### config.mk
export PLATFORM = sky130hd
export DESIGN_NAME = hdb3_rx_decoder
export DESIGN_NICKNAME = d
export VERILOG_FILES = /design/src/rtl/hdb3_rx_pkg.sv /design/src/rtl/hdb3_sym_classify.sv /design/src/rtl/hdb3_subst_pipe.sv /design/src/rtl/viol_sat_counter.sv /design/src/rtl/hdb3_rx_decoder.sv
export SDC_FILE = /design/constraint.sdc
export NUM_CORES = 1
export LEC_CHECK = 0
export BUFFER_PORTS_ARGS = -buffer_cell sky130_fd_sc_hd__buf_2
export CAP_MARGIN = 20
export CORE_MARGIN = 1.5
export CORE_UTILIZATION = 40
export DETAILED_ROUTE_END_ITERATION = 10
export SLEW_MARGIN = 40
export SYNTH_ARGS = -nofsm -noshare
export SYNTH_HDL_FRONTEND = slang
export SYNTH_SLANG_ARGS = --single-unit
### constraint.sdc
create_clock -name clk_i -period 2.2 [get_ports clk_i]
set_input_delay 0.44 -clock clk_i [delete_from_list [all_inputs] [get_ports clk_i]]
set_output_delay 0.44 -clock clk_i [all_outputs]
set_load 0.1 [all_outputs]
### src/rtl/hdb3_rx_pkg.sv
package hdb3_rx_pkg;
  localparam int unsigned SUB_LEN = 4;            // substitution group length
  localparam int unsigned ZERO_GAP = SUB_LEN - 2; // zeros required just before V

  typedef enum logic [1:0] {
    SYM_ZERO = 2'b00,
    SYM_POS  = 2'b01,
    SYM_NEG  = 2'b10,
    SYM_BAD  = 2'b11
  } line_sym_e;
endpackage

### src/rtl/hdb3_sym_classify.sv
module hdb3_sym_classify
  import hdb3_rx_pkg::*;
(
  input  logic      pos_i,
  input  logic      neg_i,
  output line_sym_e sym_o,
  output logic      mark_o,
  output logic      neg_pol_o
);
  always_comb begin
    sym_o     = line_sym_e'({neg_i, pos_i});
    mark_o    = (sym_o == SYM_POS) || (sym_o == SYM_NEG);
    neg_pol_o = (sym_o == SYM_NEG);
  end
endmodule

### src/rtl/hdb3_subst_pipe.sv
module hdb3_subst_pipe
  import hdb3_rx_pkg::*;
(
  input  logic      clk_i,
  input  logic      rst_ni,
  input  logic      step_i,
  input  line_sym_e sym_i,
  input  logic      mark_i,
  input  logic      neg_pol_i,
  output logic      bit_o,
  output logic      viol_o
);
  logic [SUB_LEN-1:0]  win_q;   // decoded bits, [0] newest
  logic [ZERO_GAP-1:0] hist_q;  // raw marks of last symbols
  logic                seen_q;
  logic                pol_q;

  logic same_pol, legal_sub;

  always_comb begin
    same_pol  = mark_i && seen_q && (neg_pol_i == pol_q);
    legal_sub = same_pol && (hist_q == '0);
    viol_o    = (same_pol && !legal_sub) || (sym_i == SYM_BAD);
    bit_o     = win_q[SUB_LEN-1];
  end

  always_ff @(posedge clk_i or negedge rst_ni) begin
    if (!rst_ni) begin
      win_q  <= '0;
      hist_q <= '0;
      seen_q <= 1'b0;
      pol_q  <= 1'b0;
    end else if (step_i) begin
      if (legal_sub) win_q <= '0;
      else           win_q <= {win_q[SUB_LEN-2:0], mark_i};
      hist_q <= {hist_q[ZERO_GAP-2:0], mark_i};
      if (mark_i) begin
        seen_q <= 1'b1;
        pol_q  <= neg_pol_i;
      end
    end
  end
endmodule

### src/rtl/viol_sat_counter.sv
module viol_sat_counter #(
  parameter int unsigned CNT_W = 8
) (
  input  logic             clk_i,
  input  logic             rst_ni,
  input  logic             clr_i,
  input  logic             inc_i,
  output logic [CNT_W-1:0] cnt_o
);
  localparam logic [CNT_W-1:0] CNT_MAX = '1;

  always_ff @(posedge clk_i or negedge rst_ni) begin
    if (!rst_ni)                        cnt_o <= '0;
    else if (clr_i)                     cnt_o <= inc_i ? CNT_W'(1) : '0;
    else if (inc_i && cnt_o != CNT_MAX) cnt_o <= cnt_o + CNT_W'(1);
  end
endmodule

### src/rtl/hdb3_rx_decoder.sv
module hdb3_rx_decoder
  import hdb3_rx_pkg::*;
#(
  parameter int unsigned CNT_W = 8
) (
  input  logic             clk_i,
  input  logic             rst_ni,
  input  logic             nrz_mode_i,
  input  logic             en_i,
  input  logic             pos_i,
  input  logic             neg_i,
  input  logic             nrz_i,
  input  logic             clr_i,
  output logic             data_o,
  output logic             valid_o,
  output logic             viol_o,
  output logic [CNT_W-1:0] viol_cnt_o
);
  line_sym_e sym;
  logic      mark, neg_pol, rail_bit, rail_viol, rail_step, viol_evt;

  hdb3_sym_classify u_cls (
    .pos_i     (pos_i),
    .neg_i     (neg_i),
    .sym_o     (sym),
    .mark_o    (mark),
    .neg_pol_o (neg_pol)
  );

  assign rail_step = en_i && !nrz_mode_i;
  assign viol_evt  = rail_step && rail_viol;

  hdb3_subst_pipe u_pipe (
    .clk_i     (clk_i),
    .rst_ni    (rst_ni),
    .step_i    (rail_step),
    .sym_i     (sym),
    .mark_i    (mark),
    .neg_pol_i (neg_pol),
    .bit_o     (rail_bit),
    .viol_o    (rail_viol)
  );

  viol_sat_counter #(.CNT_W(CNT_W)) u_cnt (
    .clk_i  (clk_i),
    .rst_ni (rst_ni),
    .clr_i  (clr_i),
    .inc_i  (viol_evt),
    .cnt_o  (viol_cnt_o)
  );

  always_ff @(posedge clk_i or negedge rst_ni) begin
    if (!rst_ni) begin
      data_o  <= 1'b0;
      valid_o <= 1'b0;
      viol_o  <= 1'b0;
    end else begin
      valid_o <= en_i;
      viol_o  <= viol_evt;
      if (en_i) data_o <= nrz_mode_i ? nrz_i : rail_bit;
    end
  end
endmodule

; Word-level counts from Yosys, hierarchy flattened
; Index checks and enable logic that the tools add are counted.
[classes]
eq_ne = 5
reduce_logical = 14
n_addsub = 1
muxes = 5
[op_table]
columns = operator, count
row1 = 2-to-1 mux 8 bit, 2
row2 = "adder 8 x 1 -> 8 bit, second input constant", 1
row3 = "inequality test 8 bit, second input constant", 1
row4 = logical AND 1 bit, 7
row5 = "== test 2 bit, second input constant", 2
row6 = 2-to-1 mux 4 bit, 1
row7 = "== test 2 x 1 -> 1 bit, second input constant", 1
row8 = logical NOT 1 bit, 2
row9 = logical NOT 2 bit, 1
row10 = logical OR 1 bit, 2
row11 = 2-to-1 mux 1 bit, 2
row12 = AND reduction 2 bit, 1
row13 = nonzero test 2 bit, 1
row14 = == test 1 bit, 1
[word_totals]
output_inout_bits = 11
inputBits = 8
register_bits = 19

; Logic depth before layout (Yosys ltp)
[depth]
ltp_word = 12
depth_mapped = 6

; Cells and area by module
; From an unflattened synthesis, not the netlist that was laid out.
[unflattened]
cells_unflattened = 92
area_unflattened_um2 = 958.4
[by_module_without_submodules]
columns = mod, seq_area_each_um2, n_inst, area_each_um2, cells_per_inst
row1 = viol_sat_counter, 200.2, 1, 473.0, 47
row2 = hdb3_subst_pipe, 200.2, 1, 344.1, 32
row3 = hdb3_rx_decoder, 75.1, 1, 106.4, 8
row4 = hdb3_sym_classify, 0.0, 1, 35.0, 5

; Worst setup path before layout
; OpenSTA, ideal clock, no wires.
[synth_path]
path_kind = register to register
start = register u_cnt.cnt_o[0]
end = register u_cnt.cnt_o[4]
stages_incl_launch_ff = 6
setup_slack_ps = -47
n_path_buf = 0
period_less_slack_ps = 2247
required_ps = 2075
setup_ps = 125
arrival_time_ps = 2122
path_cell_list = dfrtp_1 ha_1 nand3_1 o21ai_1 nor4b_1 mux2_2
[synth_between]
elab_chain_cells = 3
word_cells_on_any_way = 6
classes_between = add/sub: 1 / eq/ne: 1 / mux: 2 / reduce/logical: 2
[synth_rtl]
columns = item, line
row1 = start: declaration, viol_sat_counter.sv:8  ; output logic [CNT_W-1:0] cnt_o
row2 = start signal: assignment, viol_sat_counter.sv:14  ; else if (clr_i) cnt_o <= inc_i ? CNT_W'(1) : '0;
row3 = start signal: assignment, viol_sat_counter.sv:15  ; else if (inc_i && cnt_o != CNT_MAX) cnt_o <= cnt_o + CNT_W'(1);
row4 = adder 8 x 1 -> 8 bit / inequality test 8 bit (equally long branches), viol_sat_counter.sv:15
row5 = 2-to-1 mux 8 bit / logical AND 1 bit (equally long branches), viol_sat_counter.sv:15
row6 = 2-to-1 mux 8 bit / nonzero test 2 bit (equally long branches), --
; Several ways; a longest one is shown, not always the timed one. The select of a mux whose other input is x is not followed.
; A chain may end at the register's enable or synchronous reset.

; Worst setup path in the final report
[layout_path]
start = input pos_i
end = register u_cnt.cnt_o[4]
[layout_between]
elab_chain_cells = 11
word_cells_on_any_way = 14
classes_between = eq/ne: 4 / reduce/logical: 10
[layout_rtl]
columns = item, line
row1 = start: declaration, hdb3_rx_decoder.sv:10  ; input logic pos_i,
row2 = == test 2 x 1 -> 1 bit / == test 2 bit (equally long branches), "hdb3_sym_classify.sv:12, hdb3_sym_classify.sv:13"
row3 = logical OR 1 bit, hdb3_sym_classify.sv:12  ; mark_o = (sym_o == SYM_POS) || (sym_o == SYM_NEG);
row4 = logical AND 1 bit (2 in a row), hdb3_subst_pipe.sv:21  ; same_pol = mark_i && seen_q && (neg_pol_i == pol_q);
row5 = logical AND 1 bit, hdb3_subst_pipe.sv:22  ; legal_sub = same_pol && (hist_q == '0);
row6 = logical NOT 1 bit, hdb3_subst_pipe.sv:23  ; viol_o = (same_pol && !legal_sub) || (sym_i == SYM_BAD);
row7 = logical AND 1 bit, hdb3_subst_pipe.sv:23
row8 = logical OR 1 bit (*), hdb3_subst_pipe.sv:23
row9 = logical AND 1 bit (*), hdb3_rx_decoder.sv:31  ; assign viol_evt = rail_step && rail_viol;
row10 = logical AND 1 bit (*), viol_sat_counter.sv:15
row11 = nonzero test 2 bit (no source line) (*), --
; Mark *: on every way between the ends. The rest lies on a longest branch, timed or not.

==> impl_metrics.tcl <==
set metrics [dict create \
    slowest_delay_ns 0.38 \
    max_slew.worst_pin.slew_ns 0.495 \
    dp_hpwl_um 1360 \
    postSynthCellCount 91 \
    ys_warn_count 0 \
    core_um2 2190 \
    gr-usage-met2 0.266 \
    path_cells "buf_2, inv_1, ha_1, nand2b_1, o31a_1, nor4b_1, mux2_2" \
    placed_area_um2 1060 \
    die_area_um2 2620 \
    numCtsBuffers 3 \
    cpMaxStageDelayCell "mux2_2" \
    grt_pass1_wl_um 2940 \
    h-tree-depth 1 \
    diodes 0 \
    syn_to_final_growth_pct 17.5 \
    p_sw_uw 239 \
    min_path_type "input port to async pin" \
    ys_types 30 \
    wirelength_um 1770 \
    pre_cts_ws_ns -0.0104 \
    async_flop_share 1.00 \
    worst_setup_path_start_kind "input port" \
    met1_usage 0.174 \
    crit_required_ns 2.38 \
    fin_cells 141 \
    p_leak_nw 0.525 \
    ys_ff_latch 19 \
    start_util 0.424 \
    power_uw 739 \
    synth_commonest_cells "dfrtp_1 (19), nor2_1 (11), nor2b_1 (6), nand2_1 (5)" \
    crit_fanout 7 \
    cts_setup_buffers 0 \
    antenna_found_initial 0 \
    clock-sinks 19 \
    finalMaxSlewViolations 0 \
    synth_edf_count 0 \
    yosysMostFrequentCell "dfrtp_1" \
    rsz0062_at_grt "no" \
    drtAntennaViolNets 0 \
    setup_violations 0 \
    final_layout_size_suffix_gt1_frac 0.283 \
    post_drt_wl_per_cell_um 12.6 \
    swShare 0.324 \
    cts_tree "built" \
    clockRootBuffer "clkbuf_4" \
    yosysTopAreaCell "dfrtp_1" \
    clock_power_share 0.234 \
    drt_iter0_markers 5 \
    syn_nets 102 \
    ctsLongestPathBuffers 2 \
    critical_path.reg2reg.endpoint "u_cnt.cnt_o[4]$_DFFE_PN0P_" \
    port_buffers 18 \
    synth_area_leaders "dfrtp_1 (51%), mux2_2 (4.9%), nor2_1 (4.4%)" \
    ctsResizeCount 0 \
    final_nets 125 \
    drt-vias-per-instance 5.24 \
    gp_congestion 0.838 \
    stdcell_area_um2 1090 \
    p_int_uw 499 \
    dp_cells 137 \
    reg2reg_depth 5 \
    grt_use_met3 0.0351 \
    worst_ir_drop_vdd_uv 385 \
    rrSetupSlack_ns 0.33 \
    busiest_layer "met2" \
    synth.top_cell.area_share 0.512 \
    netlist_area_um2 928 \
    pwr-share-seq 0.545 \
    track_usage 0.152 \
    clock_latency_ns 0.29 \
    vias 739 \
    worst_slack_ns 0.309 \
    rows 17 \
    fp.dieH_um 51.2 \
    slew_headroom 0.668 \
    drt_first_pass_iters 4 \
    crit_path_end_kind "flip-flop" \
    grt_max_degree 20 \
    arrival_ns 2.08 \
    finalCriticalPeriod_ns 1.89 \
    p_per_area_nw_per_um2 677 \
    num_io_pins 19 \
    fin_crit_sh 0.860 \
    critPathBufInv 2 \
    crit_family "simple AND/OR/NAND/NOR gates" \
    pwr-share-comb 0.220 \
    fin_tns_setup_ns 0 \
    max_cap_viol_count 0 \
    synth_top_flop_cell "dfrtp_1" \
    hold_viol 0 \
    dieWidth_um 51.2 \
    finClkSkew_ns 0.00224 \
    grt_pass1_vias 696 \
    fmax_ghz 0.529 \
    status "finished, final reports clean" \
    synth.avg_cell_area_um2 10.2 \
    drc 0 \
    cts_hold_buffers 0 \
    clk_pin_slew_ns 0.11 \
    critPathKind "input port to flip-flop" \
    crit-reg2reg-launch "u_cnt.cnt_o[0]$_DFFE_PN0P_" \
    grt_overflow 0 \
    ys_seq_area_frac 0.512 \
]
## how the worst max path moves through the flow
stage	from	depth (start not counted)	slack, ns	endpoint
after floorplan	u_cnt.cnt_o[4]$_DFFE_PN0P_	4	0.08	u_cnt.cnt_o[4]$_DFFE_PN0P_
after global placement	pos_i	7	0.06	u_cnt.cnt_o[4]$_DFFE_PN0P_
after detailed placement	pos_i	7	-0.01	u_cnt.cnt_o[4]$_DFFE_PN0P_
after CTS	pos_i	7	0.30	u_cnt.cnt_o[4]$_DFFE_PN0P_
after global routing	pos_i	7	0.24	u_cnt.cnt_o[4]$_DFFE_PN0P_
final	pos_i	7	0.31	u_cnt.cnt_o[4]$_DFFE_PN0P_
## worst register-to-register path: cells and delay by family (launching register included)
| family | cells | cell delay, ns |
|---|---|---|
| AND/OR/NAND/NOR | 2 | 0.50 |
| flip-flops | 1 | 0.47 |
| multiplexers | 1 | 0.38 |
| adder cells (fa/ha/maj) | 1 | 0.24 |
| AO/OA/AOI/OAI | 1 | 0.17 |
## layout by cell type, fill, tap and decap left out, types with 2 or more instances in the layout
cell type,instances
buf_2,18
dfrtp_1,17
nor2_1,11
nor2b_1,6
nand2_1,5
inv_1,4
a21oi_1,4
mux2_2,4
a22o_1,3
o31ai_1,3
nand3_1,3
nor3_1,3
ha_1,3
clkbuf_4,3
nand2b_1,2
nand4_1,2
a311oi_1,2
o21ai_0,2
buf_4,2
dfrtp_2,2
## per-stage QoR
step / utilization / hold WS [ns]
floorplan: - / 0.144
global route: 0.498 / 0.0788
global placement: 0.485 / 0.405
CTS: 0.498 / 0.0763
detailed placement: 0.485 / 0.406
finish: 0.498 / 0.0676
## area by class of cell
type	instances	area, um^2
clock buffers	3	22.5
clock inverters	1	5.00
fillers	220	1100
inverters	4	15.0
multi-input cells	66	430
flip-flops and latches	19	478
well taps	28	35.0
repair buffers	20	105
## flip-flops by register name, indices dropped and copies added (netlist names)
register	cells
data_o	1
u_cnt.cnt_o	8
u_pipe.hist_q	2
u_pipe.pol_q	1
u_pipe.seen_q	1
u_pipe.win_q	4
valid_o	1
viol_o	1
## logic make-up (layout without fill, tap and decap cells)
logic type | Yosys count | count (layout) | share of synthesized area
and+or+nand+nor | 38 | 38 | 0.212
muxes | 5 | 5 | 0.0593
buffers and inverters | 6 | 28 | 0.0243
AOI/OAI and AO/OA | 19 | 19 | 0.143
adders and majority gates | 3 | 3 | 0.0404
xor gates and xnor gates | 1 | 1 | 0.00944
DFF | 19 | 19 | 0.512
## routing by layer
layer  vias to the layer above  share of wire
met5                         -              0
met4                         0         0.0096
met3                         2          0.040
met2                        15           0.48
met1                       353           0.47
li1                        369              -
## power groups by stage
stage               sequential (mW)  clock (mW)  combinational (mW)
floorplan                     0.459           0              0.0678
global placement              0.409           0               0.162
detailed placement            0.410           0               0.166
CTS                           0.404       0.181               0.166
global route                  0.408       0.196               0.180
finish                        0.403       0.173               0.163
Note: power is estimated with default switching activity, not from simulation.
